## src/rtl/sbr_pkg.sv

```systemverilog
package sbr_pkg;

    // Mapping style selected by the configuration input
    typedef enum logic {
        MAP_WINDOW = 1'b0,
        MAP_PAGE32 = 1'b1
    } map_mode_e;

    localparam int unsigned CPU_AW_DEF  = 16;
    localparam int unsigned DATA_W_DEF  = 8;
    localparam int unsigned SRAM_AW_DEF = 19;
    localparam int unsigned BANK_W_DEF  = 4;
    localparam int unsigned WBANK_W_DEF = 3;
    localparam int unsigned NCHIP       = 2;

endpackage

```

## src/rtl/sbr_addr_latch.sv

```systemverilog
module sbr_addr_latch #(
    parameter int unsigned CPU_AW = 16,
    parameter int unsigned DATA_W = 8,
    parameter int unsigned BANK_W = 4
) (
    input  logic                     clk,
    input  logic                     rst_n,
    input  logic                     ale,
    input  logic [CPU_AW-DATA_W-1:0] addr_hi,
    input  logic [DATA_W-1:0]        ad_in,
    input  logic [BANK_W-1:0]        bank_sel,
    input  logic                     cfg_mode,
    input  logic                     cfg_split,
    output logic [CPU_AW-1:0]        lat_addr,
    output logic [BANK_W-1:0]        lat_bank,
    output logic                     lat_mode,
    output logic                     lat_split
);

    typedef struct packed {
        logic [CPU_AW-1:0] addr;
        logic [BANK_W-1:0] bank;
        logic              mode;
        logic              split;
    } lat_t;

    lat_t lat_d, lat_q;

    // Follows the bus while the strobe is high, holds once it has fallen
    always_comb begin
        lat_d = lat_q;
        if (ale) begin
            lat_d.addr  = {addr_hi, ad_in};
            lat_d.bank  = bank_sel;
            lat_d.mode  = cfg_mode;
            lat_d.split = cfg_split;
        end
    end

    always_ff @(posedge clk) begin
        if (!rst_n) lat_q <= '0;
        else        lat_q <= lat_d;
    end

    assign lat_addr  = lat_q.addr;
    assign lat_bank  = lat_q.bank;
    assign lat_mode  = lat_q.mode;
    assign lat_split = lat_q.split;

    // Address and bank hold through the data phase
    assert_hold_addr_R1: assert property (@(posedge clk) disable iff (!rst_n)
        !ale |=> $stable(lat_q.addr));
    assert_hold_bank_R9: assert property (@(posedge clk) disable iff (!rst_n)
        !ale |=> $stable(lat_q.bank));

endmodule

```

## src/rtl/sbr_bank_map.sv

```systemverilog
module sbr_bank_map
    import sbr_pkg::*;
#(
    parameter int unsigned     CPU_AW   = 16,
    parameter int unsigned     SRAM_AW  = 19,
    parameter int unsigned     BANK_W   = 4,
    parameter int unsigned     WBANK_W  = 3,
    parameter logic [CPU_AW-1:0] HOLE_END = 16'h2200
) (
    input  logic [CPU_AW-1:0]  cpu_addr,
    input  logic [BANK_W-1:0]  bank,
    input  logic               mode,
    input  logic               split,
    output logic [SRAM_AW-1:0] sram_addr,
    output logic [NCHIP-1:0]   chip_sel,
    output logic               hit
);

    localparam int unsigned WIN_SIZE = (1 << CPU_AW) - int'(HOLE_END);
    localparam int unsigned OFF_W    = SRAM_AW + WBANK_W + 1;
    localparam int unsigned PG_W     = CPU_AW - 1;
    localparam int unsigned SEL_W    = SRAM_AW - PG_W;
    localparam logic [OFF_W-1:0] SRAM_TOP = OFF_W'((1 << SRAM_AW) - 1);

    logic [OFF_W-1:0]   win_off;
    logic               win_ovf;
    logic [SRAM_AW-1:0] page_addr;
    logic               in_hole;
    logic               chip_idx;

    // Window style: windows laid end to end behind the on-chip hole
    always_comb begin
        win_off = OFF_W'(bank[WBANK_W-1:0]) * OFF_W'(WIN_SIZE)
                + OFF_W'(cpu_addr - HOLE_END);
        win_ovf = (win_off > SRAM_TOP);
    end

    // Page style: bank bits above the low fifteen CPU address bits
    generate
        if (BANK_W >= SEL_W) begin : g_page_full
            assign page_addr = {bank[SEL_W-1:0], cpu_addr[PG_W-1:0]};
        end else begin : g_page_pad
            assign page_addr = {{(SEL_W-BANK_W){1'b0}}, bank, cpu_addr[PG_W-1:0]};
        end
    endgenerate

    always_comb begin
        in_hole = (cpu_addr < HOLE_END);
        if (map_mode_e'(mode) == MAP_WINDOW) begin
            sram_addr = win_off[SRAM_AW-1:0];
            chip_idx  = bank[BANK_W-1];
            hit       = !in_hole && !win_ovf;
        end else begin
            sram_addr = page_addr;
            chip_idx  = split ? cpu_addr[CPU_AW-1] : 1'b0;
            hit       = !in_hole;
        end
    end

    generate
        for (genvar c = 0; c < NCHIP; c++) begin : g_chip
            assign chip_sel[c] = hit && (int'(chip_idx) == c);
        end
    endgenerate

    assert_one_chip_R4: assert final ($onehot0(chip_sel));

endmodule

```

## src/rtl/sbr_bus_ctrl.sv

```systemverilog
module sbr_bus_ctrl
    import sbr_pkg::*;
#(
    parameter int unsigned DATA_W  = 8,
    parameter int unsigned SRAM_AW = 19
) (
    input  logic               clk,
    input  logic               rst_n,
    input  logic               ale,
    input  logic               rd_n,
    input  logic               wr_n,
    input  logic [DATA_W-1:0]  ad_in,
    input  logic [SRAM_AW-1:0] map_addr,
    input  logic [NCHIP-1:0]   map_sel,
    input  logic               map_hit,
    input  logic [DATA_W-1:0]  sram_d_in,
    output logic [SRAM_AW-1:0] sram_addr,
    output logic [NCHIP-1:0]   ce_n,
    output logic               oe_n,
    output logic               we_n,
    output logic [DATA_W-1:0]  ad_out,
    output logic               ad_oe,
    output logic [DATA_W-1:0]  d_out,
    output logic               d_oe
);

    typedef struct packed {
        logic [SRAM_AW-1:0] addr;
        logic [NCHIP-1:0]   ce_n;
        logic               oe_n;
        logic               we_n;
        logic [DATA_W-1:0]  ad_out;
        logic               ad_oe;
        logic [DATA_W-1:0]  d_out;
        logic               d_oe;
    } ctl_t;

    localparam ctl_t CTL_RST = '{
        addr: '0, ce_n: '1, oe_n: 1'b1, we_n: 1'b1,
        ad_out: '0, ad_oe: 1'b0, d_out: '0, d_oe: 1'b0
    };

    ctl_t ctl_d, ctl_q;
    logic rd_go, wr_go;

    always_comb begin
        rd_go = !ale && !rd_n && map_hit;
        wr_go = !ale && !wr_n && rd_n && map_hit;

        ctl_d        = ctl_q;
        ctl_d.addr   = map_addr;
        ctl_d.ce_n   = (rd_go || wr_go) ? ~map_sel : '1;
        ctl_d.oe_n   = !rd_go;
        ctl_d.we_n   = !wr_go;
        ctl_d.ad_oe  = rd_go;
        ctl_d.d_oe   = wr_go;
        if (rd_go) ctl_d.ad_out = sram_d_in;
        if (wr_go) ctl_d.d_out  = ad_in;
    end

    always_ff @(posedge clk) begin
        if (!rst_n) ctl_q <= CTL_RST;
        else        ctl_q <= ctl_d;
    end

    assign sram_addr = ctl_q.addr;
    assign ce_n      = ctl_q.ce_n;
    assign oe_n      = ctl_q.oe_n;
    assign we_n      = ctl_q.we_n;
    assign ad_out    = ctl_q.ad_out;
    assign ad_oe     = ctl_q.ad_oe;
    assign d_out     = ctl_q.d_out;
    assign d_oe      = ctl_q.d_oe;

    assert_rd_wr_excl_R7: assert property (@(posedge clk) disable iff (!rst_n)
        !(!ctl_q.oe_n && !ctl_q.we_n));
    assert_oe_drives_bus_R8: assert property (@(posedge clk) disable iff (!rst_n)
        !ctl_q.oe_n |-> (ctl_q.ad_oe && !ctl_q.d_oe));
    assert_we_drives_sram_R8: assert property (@(posedge clk) disable iff (!rst_n)
        !ctl_q.we_n |-> (ctl_q.d_oe && !ctl_q.ad_oe));
    assert_enable_needs_strobe_R7: assert property (@(posedge clk) disable iff (!rst_n)
        ($past(rd_n) && $past(wr_n)) |-> (&ctl_q.ce_n));
    assert_single_chip_R4: assert property (@(posedge clk) disable iff (!rst_n)
        $countones(~ctl_q.ce_n) <= 1);

endmodule

```

## src/rtl/banked_sram_bridge.sv

```systemverilog
module banked_sram_bridge
    import sbr_pkg::*;
#(
    parameter int unsigned       CPU_AW   = CPU_AW_DEF,
    parameter int unsigned       DATA_W   = DATA_W_DEF,
    parameter int unsigned       SRAM_AW  = SRAM_AW_DEF,
    parameter int unsigned       BANK_W   = BANK_W_DEF,
    parameter int unsigned       WBANK_W  = WBANK_W_DEF,
    parameter logic [CPU_AW-1:0] HOLE_END = 16'h2200
) (
    input  logic                     clk,
    input  logic                     rst_n,
    input  logic                     ale,
    input  logic                     rd_n,
    input  logic                     wr_n,
    input  logic [CPU_AW-DATA_W-1:0] addr_hi,
    input  logic [DATA_W-1:0]        ad_in,
    output logic [DATA_W-1:0]        ad_out,
    output logic                     ad_oe,
    input  logic [BANK_W-1:0]        bank_sel,
    input  logic                     cfg_mode,
    input  logic                     cfg_split,
    output logic [SRAM_AW-1:0]       sram_addr,
    output logic                     sram_ce0_n,
    output logic                     sram_ce1_n,
    output logic                     sram_oe_n,
    output logic                     sram_we_n,
    input  logic [DATA_W-1:0]        sram_d_in,
    output logic [DATA_W-1:0]        sram_d_out,
    output logic                     sram_d_oe
);

    logic [CPU_AW-1:0]  lat_addr;
    logic [BANK_W-1:0]  lat_bank;
    logic               lat_mode;
    logic               lat_split;
    logic [SRAM_AW-1:0] map_addr;
    logic [NCHIP-1:0]   map_sel;
    logic               map_hit;
    logic [NCHIP-1:0]   ce_n;

    sbr_addr_latch #(
        .CPU_AW (CPU_AW),
        .DATA_W (DATA_W),
        .BANK_W (BANK_W)
    ) i_latch (
        .clk       (clk),
        .rst_n     (rst_n),
        .ale       (ale),
        .addr_hi   (addr_hi),
        .ad_in     (ad_in),
        .bank_sel  (bank_sel),
        .cfg_mode  (cfg_mode),
        .cfg_split (cfg_split),
        .lat_addr  (lat_addr),
        .lat_bank  (lat_bank),
        .lat_mode  (lat_mode),
        .lat_split (lat_split)
    );

    sbr_bank_map #(
        .CPU_AW   (CPU_AW),
        .SRAM_AW  (SRAM_AW),
        .BANK_W   (BANK_W),
        .WBANK_W  (WBANK_W),
        .HOLE_END (HOLE_END)
    ) i_map (
        .cpu_addr  (lat_addr),
        .bank      (lat_bank),
        .mode      (lat_mode),
        .split     (lat_split),
        .sram_addr (map_addr),
        .chip_sel  (map_sel),
        .hit       (map_hit)
    );

    sbr_bus_ctrl #(
        .DATA_W  (DATA_W),
        .SRAM_AW (SRAM_AW)
    ) i_ctrl (
        .clk       (clk),
        .rst_n     (rst_n),
        .ale       (ale),
        .rd_n      (rd_n),
        .wr_n      (wr_n),
        .ad_in     (ad_in),
        .map_addr  (map_addr),
        .map_sel   (map_sel),
        .map_hit   (map_hit),
        .sram_d_in (sram_d_in),
        .sram_addr (sram_addr),
        .ce_n      (ce_n),
        .oe_n      (sram_oe_n),
        .we_n      (sram_we_n),
        .ad_out    (ad_out),
        .ad_oe     (ad_oe),
        .d_out     (sram_d_out),
        .d_oe      (sram_d_oe)
    );

    assign sram_ce0_n = ce_n[0];
    assign sram_ce1_n = ce_n[1];

    // No chip enable for an address served on-chip
    assert_hole_quiet_R2: assert property (@(posedge clk) disable iff (!rst_n)
        (!sram_ce0_n || !sram_ce1_n) |-> ($past(lat_addr) >= HOLE_END));
    // Second chip only when the captured configuration allows it
    assert_ce1_allowed_R5: assert property (@(posedge clk) disable iff (!rst_n)
        !sram_ce1_n |-> ($past(lat_mode) == 1'b0 || $past(lat_split)));
    assert_split_a15_R6: assert property (@(posedge clk) disable iff (!rst_n)
        (!sram_ce1_n && $past(lat_mode)) |-> $past(lat_addr[CPU_AW-1]));

endmodule

```

## config.mk

```make
export PLATFORM = sky130hd
export DESIGN_NAME = banked_sram_bridge
export DESIGN_NICKNAME = d
export VERILOG_FILES = /design/src/rtl/sbr_pkg.sv /design/src/rtl/sbr_addr_latch.sv /design/src/rtl/sbr_bank_map.sv /design/src/rtl/sbr_bus_ctrl.sv /design/src/rtl/banked_sram_bridge.sv
export SDC_FILE = /design/constraint.sdc
export NUM_CORES = 1
export LEC_CHECK = 0
export ABC_AREA = 1
export BUFFER_PORTS_ARGS = -buffer_cell sky130_fd_sc_hd__buf_2
export CAP_MARGIN = 20
export CORE_ASPECT_RATIO = 0.8
export CORE_MARGIN = 5
export CORE_UTILIZATION = 53
export CTS_CLUSTER_DIAMETER = 150
export DETAILED_ROUTE_END_ITERATION = 6
export PLACE_DENSITY = 0.8
export SETUP_SLACK_MARGIN = 0.2
export SLEW_MARGIN = 20
export SYNTH_ARGS = -nofsm -noshare
export SYNTH_HDL_FRONTEND = slang
export SYNTH_SLANG_ARGS = --single-unit
```

## constraint.sdc

```tcl
create_clock -name clk -period 5 [get_ports clk]
set_input_delay 0.5 -clock clk [delete_from_list [all_inputs] [get_ports clk]]
set_output_delay 0.5 -clock clk [all_outputs]
set_load 0.1 [all_outputs]
```

==> results_tabular.tex <==
\begin{tabular}{lr}
\hline
Metric & Value \\
\hline
\multicolumn{2}{l}{\textbf{Yosys}} \\
Most used DFF post-synth & dfxtp\_1 \\
Area share of and/or/nand/nor cells after synthesis & approximately 18\% \\
Proportion of netlist area held by the largest area contributor & 40.8\% \\
Adder and majority cell fraction of the synthesized area & 11.5\% \\
Area contributors post-synth & dfxtp\_1 41\%, ha\_1 8.9\%, inv\_1 7.0\% \\
Parity-gate share of the synthesized area counting xor and xnor cells & 4.53\% \\
Synthesized netlist cell count & $\sim$380 \\
Number of enable-type register cells in the synthesized netlist & 0 \\
Total of warnings raised by yosys & 0 \\
Syn nets & 437 \\
Mapped cell area & 3090 um2 \\
Sequential-to-total area share from yosys stat & 40.8\% \\
Average cell area after synthesis & about 8.2 um2 \\
Share of synthesized flip-flops with an asynchronous set or reset & 0\% \\
Post-synth top area cell & dfxtp\_1 \\
Dominant combinational cell family by area after synthesis & simple AND/OR/NAND/NOR gates \\
Compound-cell area share of the yosys netlist & between 15 and 20\% \\
Mux cell area share after synthesis & 0\% \\
Total of flip-flops plus latches after synthesis & 63 \\
Cell variety after synth & 27 \\
\multicolumn{2}{l}{\textbf{Timing}} \\
Headroom to the max-slew limit & around 36\% \\
Hold Vio Cnt, Final & 0 \\
RSZ-0062 raised after global routing & false \\
Crit path time final & 3.86 ns \\
Period Utilization, post-route & between 70\% and 80\% \\
Setup-violating endpoint count in the final report & 0 \\
Total negative setup slack & 0 ns \\
Total count of max-transition violations in the final report & 0 \\
Setup WS post-layout & 1.14 ns \\
Maximum frequency from static timing analysis & 259 MHz \\
Clk\_skew & 0.00625 ns \\
Measured slew at the worst slew-check pin & 0.958 ns \\
\multicolumn{2}{l}{\textbf{Place}} \\
Number of instances in the placed design & 517 \\
Setup slack after placement & 1.17 ns \\
IO Port Bufs & 75 \\
GP Congestion & 0.968 \\
HPWL after detailed placement & 5.52 mm \\
\multicolumn{2}{l}{\textbf{Worst setup path}} \\
WP buf/inv & 1 \\
Worst EP required & between 5 and 6 ns \\
Register-to-register setup slack & around 1.1 ns \\
Largest incremental delay on the critical path & 0.51 ns \\
Worst path most repeated cell & nand2\_1 \\
Family of cells with the greatest summed delay on the critical path & adder cells \\
Endpoint of the lowest-slack register-to-register path & i\_ctrl.ad\_out[3] \\
Critical-path cell list & fa\_1, ha\_1, fa\_1, nand3b\_1, nand2\_1, nand2\_1, nand2\_1, a21oi\_1, xnor2\_1, ha\_1, nand2\_1, inv\_1, a21oi\_4, nand3\_2, nor2\_1, nand2\_2, nand3\_4, nand4\_4, o21ai\_1 \\
Worst r2r path cells & 19 \\
Kind of critical path & flop to flop \\
Standard cell with the maximum stage delay on the critical path & dfxtp\_1 \\
Startpoint of the worst-slack reg-to-reg timing path & i\_latch.lat\_bank[0] \\
Arrival time worst endpoint & 4.12 ns \\
Critical Path Source Type & flop \\
Endpoint class of the critical path & flop \\
Max FO, Critical Path & 10 \\
\multicolumn{2}{l}{\textbf{Global route}} \\
First-pass GRT wire length & between 10 and 15 mm \\
Vias in the first global route & 2480 \\
Overall track demand over capacity in global routing & 20.0\% \\
Pin count of the biggest net entering global routing & 62 \\
Initial antenna violation count & 0 \\
Global-route congestion overflow total & 0 \\
\multicolumn{2}{l}{\textbf{Floorplan}} \\
Area of the die & between 7000 and 8000 um2 \\
Overall die height & roughly 78 um \\
Standard cell core area & between 5000 and 6000 um2 \\
DIE WIDTH & 95.4 um \\
Initial core utilization & 55.7\% \\
Boundary pin count & 76 \\
Standard-cell row count & 24 \\
\multicolumn{2}{l}{\textbf{Cells and area}} \\
Most frequent standard cell in the layout excluding fill and tap cells & buf\_2 \\
Ratio of cells with drive above 1 in the final layout & 25.1\% \\
Filler Cell Count & 444 \\
Final non-filler cell total & between 500 and 600 \\
Commonest cells after routing, fill and taps aside & 75 x buf\_2, 63 x dfxtp\_1, 58 x inv\_1 \\
Number of nets in the finished design & 511 \\
Number of antenna diodes & 0 \\
Synth-to-layout area growth & 21.2\% \\
\multicolumn{2}{l}{\textbf{Min path}} \\
Endpoint, Worst Hold & i\_ctrl.ad\_out[5] \\
Hold Path Stages & 3 \\
Origin of the worst min-delay path & sram\_d\_in[5] \\
Worst Hold Class & primary input to flop \\
\multicolumn{2}{l}{\textbf{CTS}} \\
Source-to-sink clock delay at the later pin of the worst-skew pair & 0.34 ns \\
TritonCTS sink count & 63 \\
Number of setup buffers added after CTS & 0 \\
Root Buffer & clkbuf\_8 \\
CTS tree & built \\
Buffer levels on the longest clock path & 2 \\
Number of buffers added by the clock tree synthesis step & 9 \\
Depth of the CTS H-tree & 3 \\
Post-CTS Hold Buffers & 0 \\
Resized Gates After CTS & 0 \\
Clock transition at the registers of the reported paths & 0.07 ns \\
\multicolumn{2}{l}{\textbf{Power and ir drop}} \\
Maximum resistive drop on vdd & approximately 0.19 mV \\
Pwr dens & between 400 and 500 nW/um2 \\
Static leakage power & 1.94 nW \\
\multicolumn{2}{l}{\textbf{Outcome}} \\
Outcome & finished clean \\
\multicolumn{2}{l}{\textbf{Detailed routing}} \\
Total wire length after detailed routing & 7.08 mm \\
DRT antenna net count & 0 \\
Vias/cell & 5.03 \\
Iteration count of the initial detailed-routing pass & 5 \\
Drc violations & 0 \\
WL per Instance & 13.3 um \\
Iteration-0 DRC Markers & between 200 and 250 \\
DR vias & 2682 \\
\multicolumn{2}{l}{\textbf{Flow run}} \\
Number of max-capacitance violations reported & 0 \\
\hline
\end{tabular}
==> synth_stat cells (2+ instances only) <==
cell,instances
dfxtp_1,63
inv_1,58
nand2_1,48
a21oi_1,39
o21ai_0,33
nand3_1,24
ha_1,22
nor2_1,16
o21ai_1,14
clkbuf_1,9
xnor2_1,8
xor2_1,8
fa_1,4
nand2_2,4
nand3_4,4
nand3_2,3
nor2_2,3
a21oi_4,2
buf_1,2
inv_2,2
nand3b_1,2
nand4_4,2
o21ai_2,2
==> where the power goes <==
group	total [mW]	switching, mW	internal [mW]
clock	0.493	0.197	0.296
combinational	0.615	0.457	0.158
sequential	0.565	0.0197	0.545
==> cell families (layout without fill, tap and decap cells) <==
logic type / Yosys count / after routing
fa+ha+maj: 26 / 26
simple gates: 106 / 106
flops: 63 / 63
xor+xnor: 16 / 16
buf+inv: 72 / 151
compound gates: 93 / 93
==> registers in the layout, indices dropped and copies added (netlist names), 2 cells and up <==
| register | count |
|---|---|
| i_ctrl.d_out | 8 |
| i_ctrl.ce_n | 2 |
| i_latch.lat_bank | 4 |
| i_ctrl.ad_out | 8 |
| i_latch.lat_addr | 16 |
| i_ctrl.sram_addr | 19 |
==> per-stage QoR <==
stage                     util, %  total power [mW]  hold WS [ns]  instance area, um2
after floorplan                 -              1.08         0.404                3090
after global placement       63.4              1.18         0.411                3520
after detailed placement     63.4              1.19         0.417                3520
after CTS                    67.5              1.68         0.384                3750
after global routing         67.5              1.76         0.392                3750
final                        67.5              1.67         0.397                3750
==> worst min-delay path: cells and delay by family <==
family | cells | cell delay, ns
buffers and inverters | 2 | 0.13
AOI/OAI and AO/OA | 1 | 0.05
==> metal layers <==
layer  wire length [um]  vias up  global-route usage [%]
met5                  0        -                       0
met4                 94        0                    6.96
met3                689       12                    6.50
met2               2910      107                    28.3
met1               3390     1194                    28.5
li1                   -     1369                       -
==> final cells by class <==
type	instances	area (um2)	share of cell area [%]
flip-flops and latches	63	1260	33.6
clock buffers	10	138	3.67
inverters	60	225	6.00
well taps	78	97.6	2.60
multi-input cells	241	1560	41.6
clock inverters	6	92.6	2.47
repair buffers	75	375	10.0
==> worst max path at each step <==
stage	startpoint	to	slack, ns	cells past startpoint
final	i_latch.lat_bank[0]	i_ctrl.ad_out[3]	1.14	19
after global routing	i_latch.lat_bank[0]	i_ctrl.ad_out[3]	0.76	19
after CTS	i_latch.lat_bank[0]	i_ctrl.ad_out[3]	1.16	19
after detailed placement	i_latch.lat_bank[0]	i_ctrl.ad_out[3]	1.17	19
after global placement	i_latch.lat_bank[0]	i_ctrl.ce_n[1]	1.30	20
after floorplan	i_latch.lat_bank[0]	i_ctrl.ce_n[0]	1.50	20
Power figures use the tool's default switching activity.
